$ cat src/rtl/tmr_pkg.sv
package tmr_pkg;
    typedef enum logic [1:0] {
        W_IDLE = 2'd0,
        W_WAIT = 2'd1,
        W_HIT  = 2'd2
    } wait_state_t;
endpackage

$ cat src/rtl/tmr_divider.sv
module tmr_divider #(
    parameter int N = 5
) (
    input  logic clk,
    input  logic rst_n,
    input  logic en,
    output logic tick
);
    localparam int CW = (N > 1) ? $clog2(N) : 1;
    localparam logic [CW-1:0] LAST = CW'(N - 1);

    logic [CW-1:0] cnt_q;

    assign tick = en && (cnt_q == LAST);

    always_ff @(posedge clk) begin
        if (!rst_n)
            cnt_q <= '0;
        else if (tick)
            cnt_q <= '0;
        else if (en)
            cnt_q <= cnt_q + 1'b1;
    end

    // the phase never leaves its range
    p_div_range_r2: assert property (@(posedge clk) disable iff (!rst_n)
        cnt_q <= LAST);

    // without enable the phase holds
    p_div_hold_r2: assert property (@(posedge clk) disable iff (!rst_n)
        !en |=> $stable(cnt_q));
endmodule

$ cat src/rtl/tmr_waiter.sv
module tmr_waiter
    import tmr_pkg::*;
#(
    parameter int WIDTH = 32
) (
    input  logic             clk,
    input  logic             rst_n,
    input  logic             arm,
    input  logic             clear,
    input  logic             sel,
    input  logic [WIDTH-1:0] target,
    input  logic [WIDTH-1:0] fast_cnt,
    input  logic [WIDTH-1:0] slow_cnt,
    output logic             done
);
    wait_state_t      state_q, state_d;
    logic [WIDTH-1:0] tgt_q;
    logic             sel_q;
    logic [WIDTH-1:0] diff;
    logic             is_after;

    always_comb begin
        diff     = (sel_q ? slow_cnt : fast_cnt) - tgt_q;
        is_after = !diff[WIDTH-1] && (diff != '0);
    end

    always_comb begin
        state_d = state_q;
        unique case (state_q)
            W_IDLE: if (arm) state_d = W_WAIT;
            W_WAIT: begin
                if (arm)           state_d = W_WAIT;
                else if (clear)    state_d = W_IDLE;
                else if (is_after) state_d = W_HIT;
            end
            W_HIT: begin
                if (arm)        state_d = W_WAIT;
                else if (clear) state_d = W_IDLE;
            end
            default: state_d = W_IDLE;
        endcase
    end

    always_ff @(posedge clk) begin
        if (!rst_n) begin
            state_q <= W_IDLE;
            tgt_q   <= '0;
            sel_q   <= 1'b0;
        end else begin
            state_q <= state_d;
            if (arm) begin
                tgt_q <= target;
                sel_q <= sel;
            end
        end
    end

    always_comb done = (state_q == W_HIT);

    // an arm always leaves done low in the next cycle
    p_arm_restarts_r6: assert property (@(posedge clk) disable iff (!rst_n)
        arm |=> !done);

    // done only drops after clear or arm
    p_done_sticky_r9: assert property (@(posedge clk) disable iff (!rst_n)
        $fell(done) |-> $past(clear || arm));

    // clear without arm lands in IDLE
    p_clear_idle_r9: assert property (@(posedge clk) disable iff (!rst_n)
        (clear && !arm) |=> (state_q == W_IDLE));

    // done rises only out of a wait
    p_hit_from_wait_r7: assert property (@(posedge clk) disable iff (!rst_n)
        $rose(done) |-> $past(state_q == W_WAIT));
endmodule

$ cat src/rtl/dual_rate_timer.sv
module dual_rate_timer #(
    parameter int WIDTH     = 32,
    parameter int FAST_DIV  = 5,
    parameter int SLOW_DIV  = 64,
    parameter int SLICE_LEN = 5120
) (
    input  logic             clk,
    input  logic             rst_n,
    input  logic             ref_en,
    input  logic             arm,
    input  logic             clear,
    input  logic             sel,
    input  logic [WIDTH-1:0] target,
    output logic [WIDTH-1:0] fast_count,
    output logic [WIDTH-1:0] slow_count,
    output logic             slice_pulse,
    output logic             wait_done
);
    localparam logic [WIDTH-1:0] ONE = WIDTH'(1);

    logic             fast_tick, slow_tick, slice_tick;
    logic [WIDTH-1:0] fast_q, slow_q;
    logic             slice_q;

    tmr_divider #(.N(FAST_DIV)) u_fast_div (
        .clk(clk), .rst_n(rst_n), .en(ref_en), .tick(fast_tick));

    tmr_divider #(.N(SLOW_DIV)) u_slow_div (
        .clk(clk), .rst_n(rst_n), .en(fast_tick), .tick(slow_tick));

    tmr_divider #(.N(SLICE_LEN)) u_slice_div (
        .clk(clk), .rst_n(rst_n), .en(ref_en), .tick(slice_tick));

    always_ff @(posedge clk) begin
        if (!rst_n) begin
            fast_q  <= '0;
            slow_q  <= '0;
            slice_q <= 1'b0;
        end else begin
            if (fast_tick) fast_q <= fast_q + ONE;
            if (slow_tick) slow_q <= slow_q + ONE;
            slice_q <= slice_tick;
        end
    end

    tmr_waiter #(.WIDTH(WIDTH)) u_waiter (
        .clk(clk), .rst_n(rst_n), .arm(arm), .clear(clear), .sel(sel),
        .target(target), .fast_cnt(fast_q), .slow_cnt(slow_q), .done(wait_done));

    assign fast_count  = fast_q;
    assign slow_count  = slow_q;
    assign slice_pulse = slice_q;

    // the fast counter only steps by one, modulo the width
    p_fast_step_r2: assert property (@(posedge clk) disable iff (!rst_n)
        (fast_q != $past(fast_q)) |-> (fast_q == $past(fast_q) + ONE));

    // the slow counter moves only on an edge that also moves the fast one
    p_slow_with_fast_r3: assert property (@(posedge clk) disable iff (!rst_n)
        !$stable(slow_q) |-> !$stable(fast_q));

    // nothing advances without the reference strobe
    p_no_strobe_r2: assert property (@(posedge clk) disable iff (!rst_n)
        !ref_en |=> ($stable(fast_q) && !slice_q));
endmodule

$ cat config.mk
export PLATFORM = sky130hd
export DESIGN_NAME = dual_rate_timer
export DESIGN_NICKNAME = d
export VERILOG_FILES = /design/src/rtl/tmr_pkg.sv /design/src/rtl/tmr_divider.sv /design/src/rtl/tmr_waiter.sv /design/src/rtl/dual_rate_timer.sv
export SDC_FILE = /design/constraint.sdc
export NUM_CORES = 1
export LEC_CHECK = 0
export CAP_MARGIN = 20
export CORE_ASPECT_RATIO = 0.7
export CORE_UTILIZATION = 50
export CTS_CLUSTER_SIZE = 14
export DETAILED_ROUTE_END_ITERATION = 8
export GPL_TIMING_DRIVEN = 0
export MAX_ROUTING_LAYER = met4
export PLACE_DENSITY = 0.76
export SYNTH_ARGS = -nofsm -noshare
export SYNTH_HDL_FRONTEND = slang
export SYNTH_HIERARCHICAL = 1
export SYNTH_SLANG_ARGS = --single-unit
$ cat constraint.sdc
create_clock -name clk -period 3.55 [get_ports clk]
set_input_delay 0.8875 -clock clk [delete_from_list [all_inputs] [get_ports clk]]
set_output_delay 0.8875 -clock clk [all_outputs]
set_load 0.05 [all_outputs]
* After elaboration in Yosys (flattened, before gate mapping)
Cells that the tools add are included.
** Operators by class
- $add $sub $neg :: 6
- Equal/unequal tests :: 8
- Mux-type cells :: 8
- Bitwise operators :: 1
- Reduce and logical (&&, ||, !) cells :: 11
** Operator list (count)
- $add 32x1->32 const B :: 2
- $mux 32 :: 1
- $reduce_bool 32->1 :: 1
- $sub 32x32->32 :: 1
- $add 13x1->13 const B :: 1
- $eq 13x13->1 const B :: 1
- $mux 2 :: 6
- $add 6x1->6 const B :: 1
- $eq 6x6->1 const B :: 1
- $pmux 2 s3 :: 1
- $reduce_or 2->1 :: 3
- $logic_and 1x1->1 :: 4
- $ne 4x3->1 const B :: 1
- $add 3x1->3 const B :: 1
- $eq 3x3->1 const B :: 1
- $ne 3x3->1 const B :: 1
- $reduce_and 3->1 :: 1
- $eq 2x1->1 const B :: 1
- $eq 2x2->1 const B :: 1
- $logic_not 2->1 :: 1
- $ne 2x2->1 const B :: 1
- $logic_not 1->1 :: 1
- $not 1->1 :: 1
** Word-level totals
- Register bits after elaboration :: 122
- Bits of input ports :: 38
- Output and inout bits :: 66
- Word-level logic and storage cells :: 43

* Longest topological paths before layout
- Depth after elaboration :: 8
- Gate-level depth with buffers :: 16
- Mapped depth without buffers :: 13

* Hierarchy
The synthesis kept the hierarchy.
** Modules (own cells, without submodules)
- tmr_waiter :: times used 1, cells each 515, area each 3922.5 um^2, sequential area each 700.7 um^2
- dual_rate_timer :: times used 1, cells each 353, area each 3045.4 um^2, sequential area each 1301.2 um^2
- tmr_divider (u_slice_div) :: times used 1, cells each 68, area each 588.1 um^2, sequential area each 260.2 um^2
- tmr_divider (u_slow_div) :: times used 1, cells each 31, area each 281.5 um^2, sequential area each 120.1 um^2
- tmr_divider (u_fast_div) :: times used 1, cells each 19, area each 166.4 um^2, sequential area each 60.1 um^2

* Worst setup path after synthesis
Ideal clock, no wire load.
- Kind :: reg-to-reg
- Start point :: register u_waiter.sel_q
- End point :: register u_waiter.state_q[1]
- Setup time :: 0.142 ns
- Data arrival time :: 3.535 ns
- Path slack :: -0.127 ns
- Cell stages (with the launch flop) :: 16
- Path buffers :: 3
- Clock period less this slack :: 3.677 ns
- Cell sequence :: dfxtp_1 > clkbuf_1 > clkbuf_1 > mux2_2 > ha_1 > a21oi_2 > o21ai_2 > or3_4 > buf_6 > xor2_1 > or3_1 > a211o_1 > nor4_1 > nand4_1 > nand3b_1 > a2111oi_1
** Between the ends
- Longest elaborated chain between the ends :: 6
** RTL lines
- start, declared :: RTL line tmr_waiter.sv:18 : logic sel_q;
- start signal, assigned :: RTL line tmr_waiter.sv:53 : sel_q <= sel;
- $mux 32 * :: RTL line tmr_waiter.sv:23 : diff = (sel_q ? slow_cnt : fast_cnt) - tgt_q;
- $sub 32x32->32 * :: RTL line tmr_waiter.sv:23
- $reduce_bool 32->1 or $logic_not 1->1 (tied branches) :: RTL line tmr_waiter.sv:24 : is_after = !diff[WIDTH-1] && (diff != '0);
- $logic_and 1x1->1 * :: RTL line tmr_waiter.sv:24
- $ne 4x3->1 (no source line) *
- $reduce_and 3->1 (no source line) *
- end signal, assigned :: RTL line tmr_waiter.sv:50 : state_q <= state_d;
- end, declared :: RTL line tmr_waiter.sv:16 : wait_state_t state_q, state_d;
Mark *: on every way between the ends. The rest lies on a longest branch, timed or not.
A chain may end at the register's enable or synchronous reset.

* Final worst setup path
Ends and elaborated chain as after synthesis.

==> metrics <==
status=finished with violations; violations in the final reports=negative setup slack; clock tree from TritonCTS=yes; synthesis warning total=6; ys flop type=sky130_fd_sc_hd__dfxtp_1; clock-pin transition on the worst setup and hold timing paths=0.07 ns; largest net degree at the start of global routing=17; Filler Cell Count=1,227; post-synthesis xor/xnor area fraction=4.81%; startpoint type of the worst setup path=flop; post-layout minimum cycle time=3.73 ns; Finished Core Util=between 60% and 70%; critical path data arrival time=4.00 ns; top post-synthesis cells by area=sky130_fd_sc_hd__dfxtp_1 31%, sky130_fd_sc_hd__ha_1 6.3%, sky130_fd_sc_hd__mux2i_1 6.0%, sky130_fd_sc_hd__nor2_1 4.8%, sky130_fd_sc_hd__a21oi_1 4.8%; wire length of the first global-routing pass=39,700 um; Worst path slowest cell=sky130_fd_sc_hd__or3_4; cell at the root of the clock tree=sky130_fd_sc_hd__clkbuf_16; gpl congestion=1.01; FF+latch count, synth=122; mean post-synth cell area=about 8.1 um2; most common library cells after synthesis=122 x sky130_fd_sc_hd__dfxtp_1, 103 x sky130_fd_sc_hd__nor2_1, 77 x sky130_fd_sc_hd__a21oi_1; DIE AREA=0.0165 mm2; distinct cell type count of the synthesized netlist=79; Post-Syn Area=0.00800 mm2; placed instance area=0.00928 mm2; maximum net fanout on the critical path=7; normalized max-slew margin=between 30% and 40%; H-tree depth reported by CTS=4; delay of the slowest cell on the worst path=0.48 ns; synthesized-area fraction occupied by and/or/nand/nor cells=25.0%; NumNets Final=approximately 1,200; drt total wl=26,900 um; global routing usage summed across all routing layers=31.8%; sequential cell area=0.00245 mm2; skew final=0.0137 ns; Die Y=108 um; 1st-pass router iterations=8; worst path cell trace=buf_6, clkbuf_16, mux2_4, ha_4, a21oi_2, o21ai_2, or3_4, xor2_1, or3_1, a211o_1, nor4_2, nand4_1, nand3b_1, a2111oi_4; Cells after Synth=986; multiplexer share of the synthesized area=10.2%; Critical Setup Path Class=reg -> reg; Final Total Pwr=between 3 and 4 mW; routed length per placed instance=20.0 um; final cell count without fillers=1,342; via count=between 8,000 and 9,000; final worst-path cycle share=105%; share of the synthesized area in the top cell type=a little under a third; maximum frequency from static timing analysis=268 MHz; antenna violations before repair=0; actual slew at the worst max-slew pin=1.01 ns; number of enable-type register cells in the synthesized netlist=0; remaining routing DRC violations=0; final-layout worst hold slack=0.499 ns; Hold Violations, Final=0; fraction of final layout cells sized beyond drive strength 1=18.5%; placed cells=1,288; dominant cell type by area after synthesis=sky130_fd_sc_hd__dfxtp_1; clk_lat worst skew=around 0.43 ns; leading cell type by number of instances after synthesis=sky130_fd_sc_hd__dfxtp_1; combinational family with the most area after synthesis=simple AND/OR/NAND/NOR gates; Inserted Clock Buffers=17; total global routing overflow=0; clock sink count=122; hold_buf cts=0; register area share after synthesis=30.5%; cell area after layout=between 0.01 and 0.015 mm2; core region area=0.0155 mm2; critical path data required time=3.82 ns; total of endpoints with negative setup slack in the final report=2; horizontal die dimension=153 um; buffers from clock root to sink, at most=2; vias in the first global route=around 7,400; ant diodes=0; max-cap check violation count=0; Max Transition Viols Final=0; number of cell rows=38; post-route setup slack=-0.180 ns; Power per Cell Area=between 300 and 400 mW/mm2; dpl hpwl=18,100 um; average via count per standard cell=between 6 and 7; share of flip-flops with an asynchronous set or reset after synthesis=0%; Antenna Violating Nets Remaining=0; worst-case vdd ir drop=310 uV; number of port buffers=102; LEAKAGE=about 4 nW; starting utilization of the core area=51.5%; Critical Path Sink Type=flop; area of combinational cells with multiple inputs=around 0.0057 mm2; adder and majority cell fraction of the synthesized area=6.50%; drt initial violations=891; number of I/O pins=104; Syn Nets=1,065; Compound-Gate Fraction of Synth Area=approximately 17%; HP Class=reg -> reg; RSZ-0062 raised after global routing=true; area growth from synthesis to final layout=34.3%
[cell type report]
| type | instances | share of cell area, % |
|---|---|---|
| plain buffers | 38 | 2.33 |
| clock buffers | 17 | 3.96 |
| clock inverters | 15 | 1.55 |
| inverters | 57 | 1.99 |
| multi-input cells | 756 | 52.8 |
| flip-flops and latches | 122 | 22.8 |
| well taps | 200 | 2.33 |
| repair buffers | 137 | 12.3 |
[per-stage QoR]
step                TNS, ns  worst slack, ns
global placement     -17.53           -0.980
detailed placement   -19.12           -0.921
global route         -0.407           -0.226
floorplan                 0           0.0249
CTS                 -0.0194          -0.0194
finish               -0.330           -0.180
[routing by layer]
layer / vias up / wire length, um / global-route usage (%) / part of all wire [%]
li1: 3917 / - / - / -
met1: 3944 / 12200 / 45.1 / 46
met2: 514 / 11300 / 45.2 / 42
met3: 56 / 2740 / 6.24 / 10
met4: 0 / 598 / 9.09 / 2.2
met5: - / 0 / - / 0
[report_power, final]
| part | switching (mW) | leakage [nW] | internal [mW] |
|---|---|---|---|
| clock | 0.796 | 0.294 | 0.952 |
| combinational | 0.289 | 2.81 | 0.226 |
| sequential | 0.0221 | 0.991 | 1.40 |
[what timing repair did]
| action | 4_1_cts | 5_1_grt |
|---|---|---|
| endpoints found under the setup margin | 23 | 7 |
| cloned | 1 | 1 |
| setup buffers | 13 | 20 |
| gates resized for setup | 64 | 78 |
| pin swaps | 15 | 35 |
[sequential cells by signal, summed over array words and instances (netlist names)]
name               flops
u_fast_div/cnt_q       3
u_slice_div/cnt_q     13
u_slow_div/cnt_q       6
slice_pulse            1
u_waiter/sel_q         1
fast_count            32
slow_count            32
u_waiter/state_q       2
u_waiter/tgt_q        32
[logic make-up after synthesis]
family,count (synthesis)
AND/OR/NAND/NOR,376
buffers and inverters,108
multiplexers,78
XOR/XNOR,44
AO/OA/AOI/OAI,217
flip-flops,122
adder cells (fa/ha/maj),41
[final timing paths]
kind,from,slack [ns],depth (start not counted),to
setup / recovery,u_waiter/sel_q,-0.18,14,u_waiter/state_q[1]
hold / removal,u_waiter/tgt_q[6],0.50,2,u_waiter/tgt_q[6]
setup reg to reg,u_waiter/sel_q,-0.18,14,u_waiter/state_q[1]
hold reg to reg,u_waiter/tgt_q[6],0.50,2,u_waiter/tgt_q[6]
[critical path: cells and delay by family, from the launching register on]
family	cells	cell delay, ns
fa+ha+maj	1	0.28
mux	1	0.33
compound gates	4	0.67
flops	1	0.41
simple gates	5	1.43
buf+inv	2	0.27
xor+xnor	1	0.18
[cells in the final DEF (no fill, tap or decap), types with 5 or more instances in the layout]
master / Yosys / layout
sky130_fd_sc_hd__xor2_1: 28 / 28
sky130_fd_sc_hd__o31ai_1: 29 / 29
sky130_fd_sc_hd__clkbuf_1: 42 / 21
sky130_fd_sc_hd__nor2_1: 103 / 102
sky130_fd_sc_hd__dfxtp_1: 122 / 121
sky130_fd_sc_hd__nand2_1: 69 / 68
sky130_fd_sc_hd__ha_1: 40 / 18
sky130_fd_sc_hd__a21oi_1: 77 / 64
sky130_fd_sc_hd__nand4_1: 42 / 42
sky130_fd_sc_hd__and4_1: 10 / 9
sky130_fd_sc_hd__nand2b_1: 5 / 5
sky130_fd_sc_hd__clkbuf_16: 0 / 20
sky130_fd_sc_hd__o21ai_0: 34 / 30
sky130_fd_sc_hd__and3_1: 13 / 12
sky130_fd_sc_hd__ha_2: 0 / 6
sky130_fd_sc_hd__ha_4: 0 / 16
sky130_fd_sc_hd__o21a_1: 8 / 6
sky130_fd_sc_hd__nand3_1: 31 / 30
sky130_fd_sc_hd__a21oi_2: 2 / 11
sky130_fd_sc_hd__and2_1: 7 / 6
sky130_fd_sc_hd__nor3_1: 10 / 8
sky130_fd_sc_hd__xnor2_1: 16 / 16
sky130_fd_sc_hd__nor4_1: 11 / 7
sky130_fd_sc_hd__buf_4: 1 / 32
sky130_fd_sc_hd__mux2_2: 29 / 21
sky130_fd_sc_hd__a31oi_1: 7 / 7
sky130_fd_sc_hd__a21o_1: 8 / 8
sky130_fd_sc_hd__o211ai_1: 7 / 7
sky130_fd_sc_hd__inv_1: 55 / 54
sky130_fd_sc_hd__or4_1: 28 / 28
sky130_fd_sc_hd__buf_2: 3 / 5
sky130_fd_sc_hd__or3_1: 18 / 17
sky130_fd_sc_hd__mux2_4: 0 / 8
sky130_fd_sc_hd__inv_8: 0 / 8
sky130_fd_sc_hd__clkdlybuf4s50_1: 0 / 101
sky130_fd_sc_hd__buf_6: 4 / 6
sky130_fd_sc_hd__mux2i_1: 48 / 46
No activity file was read; power rests on OpenSTA's default activity.
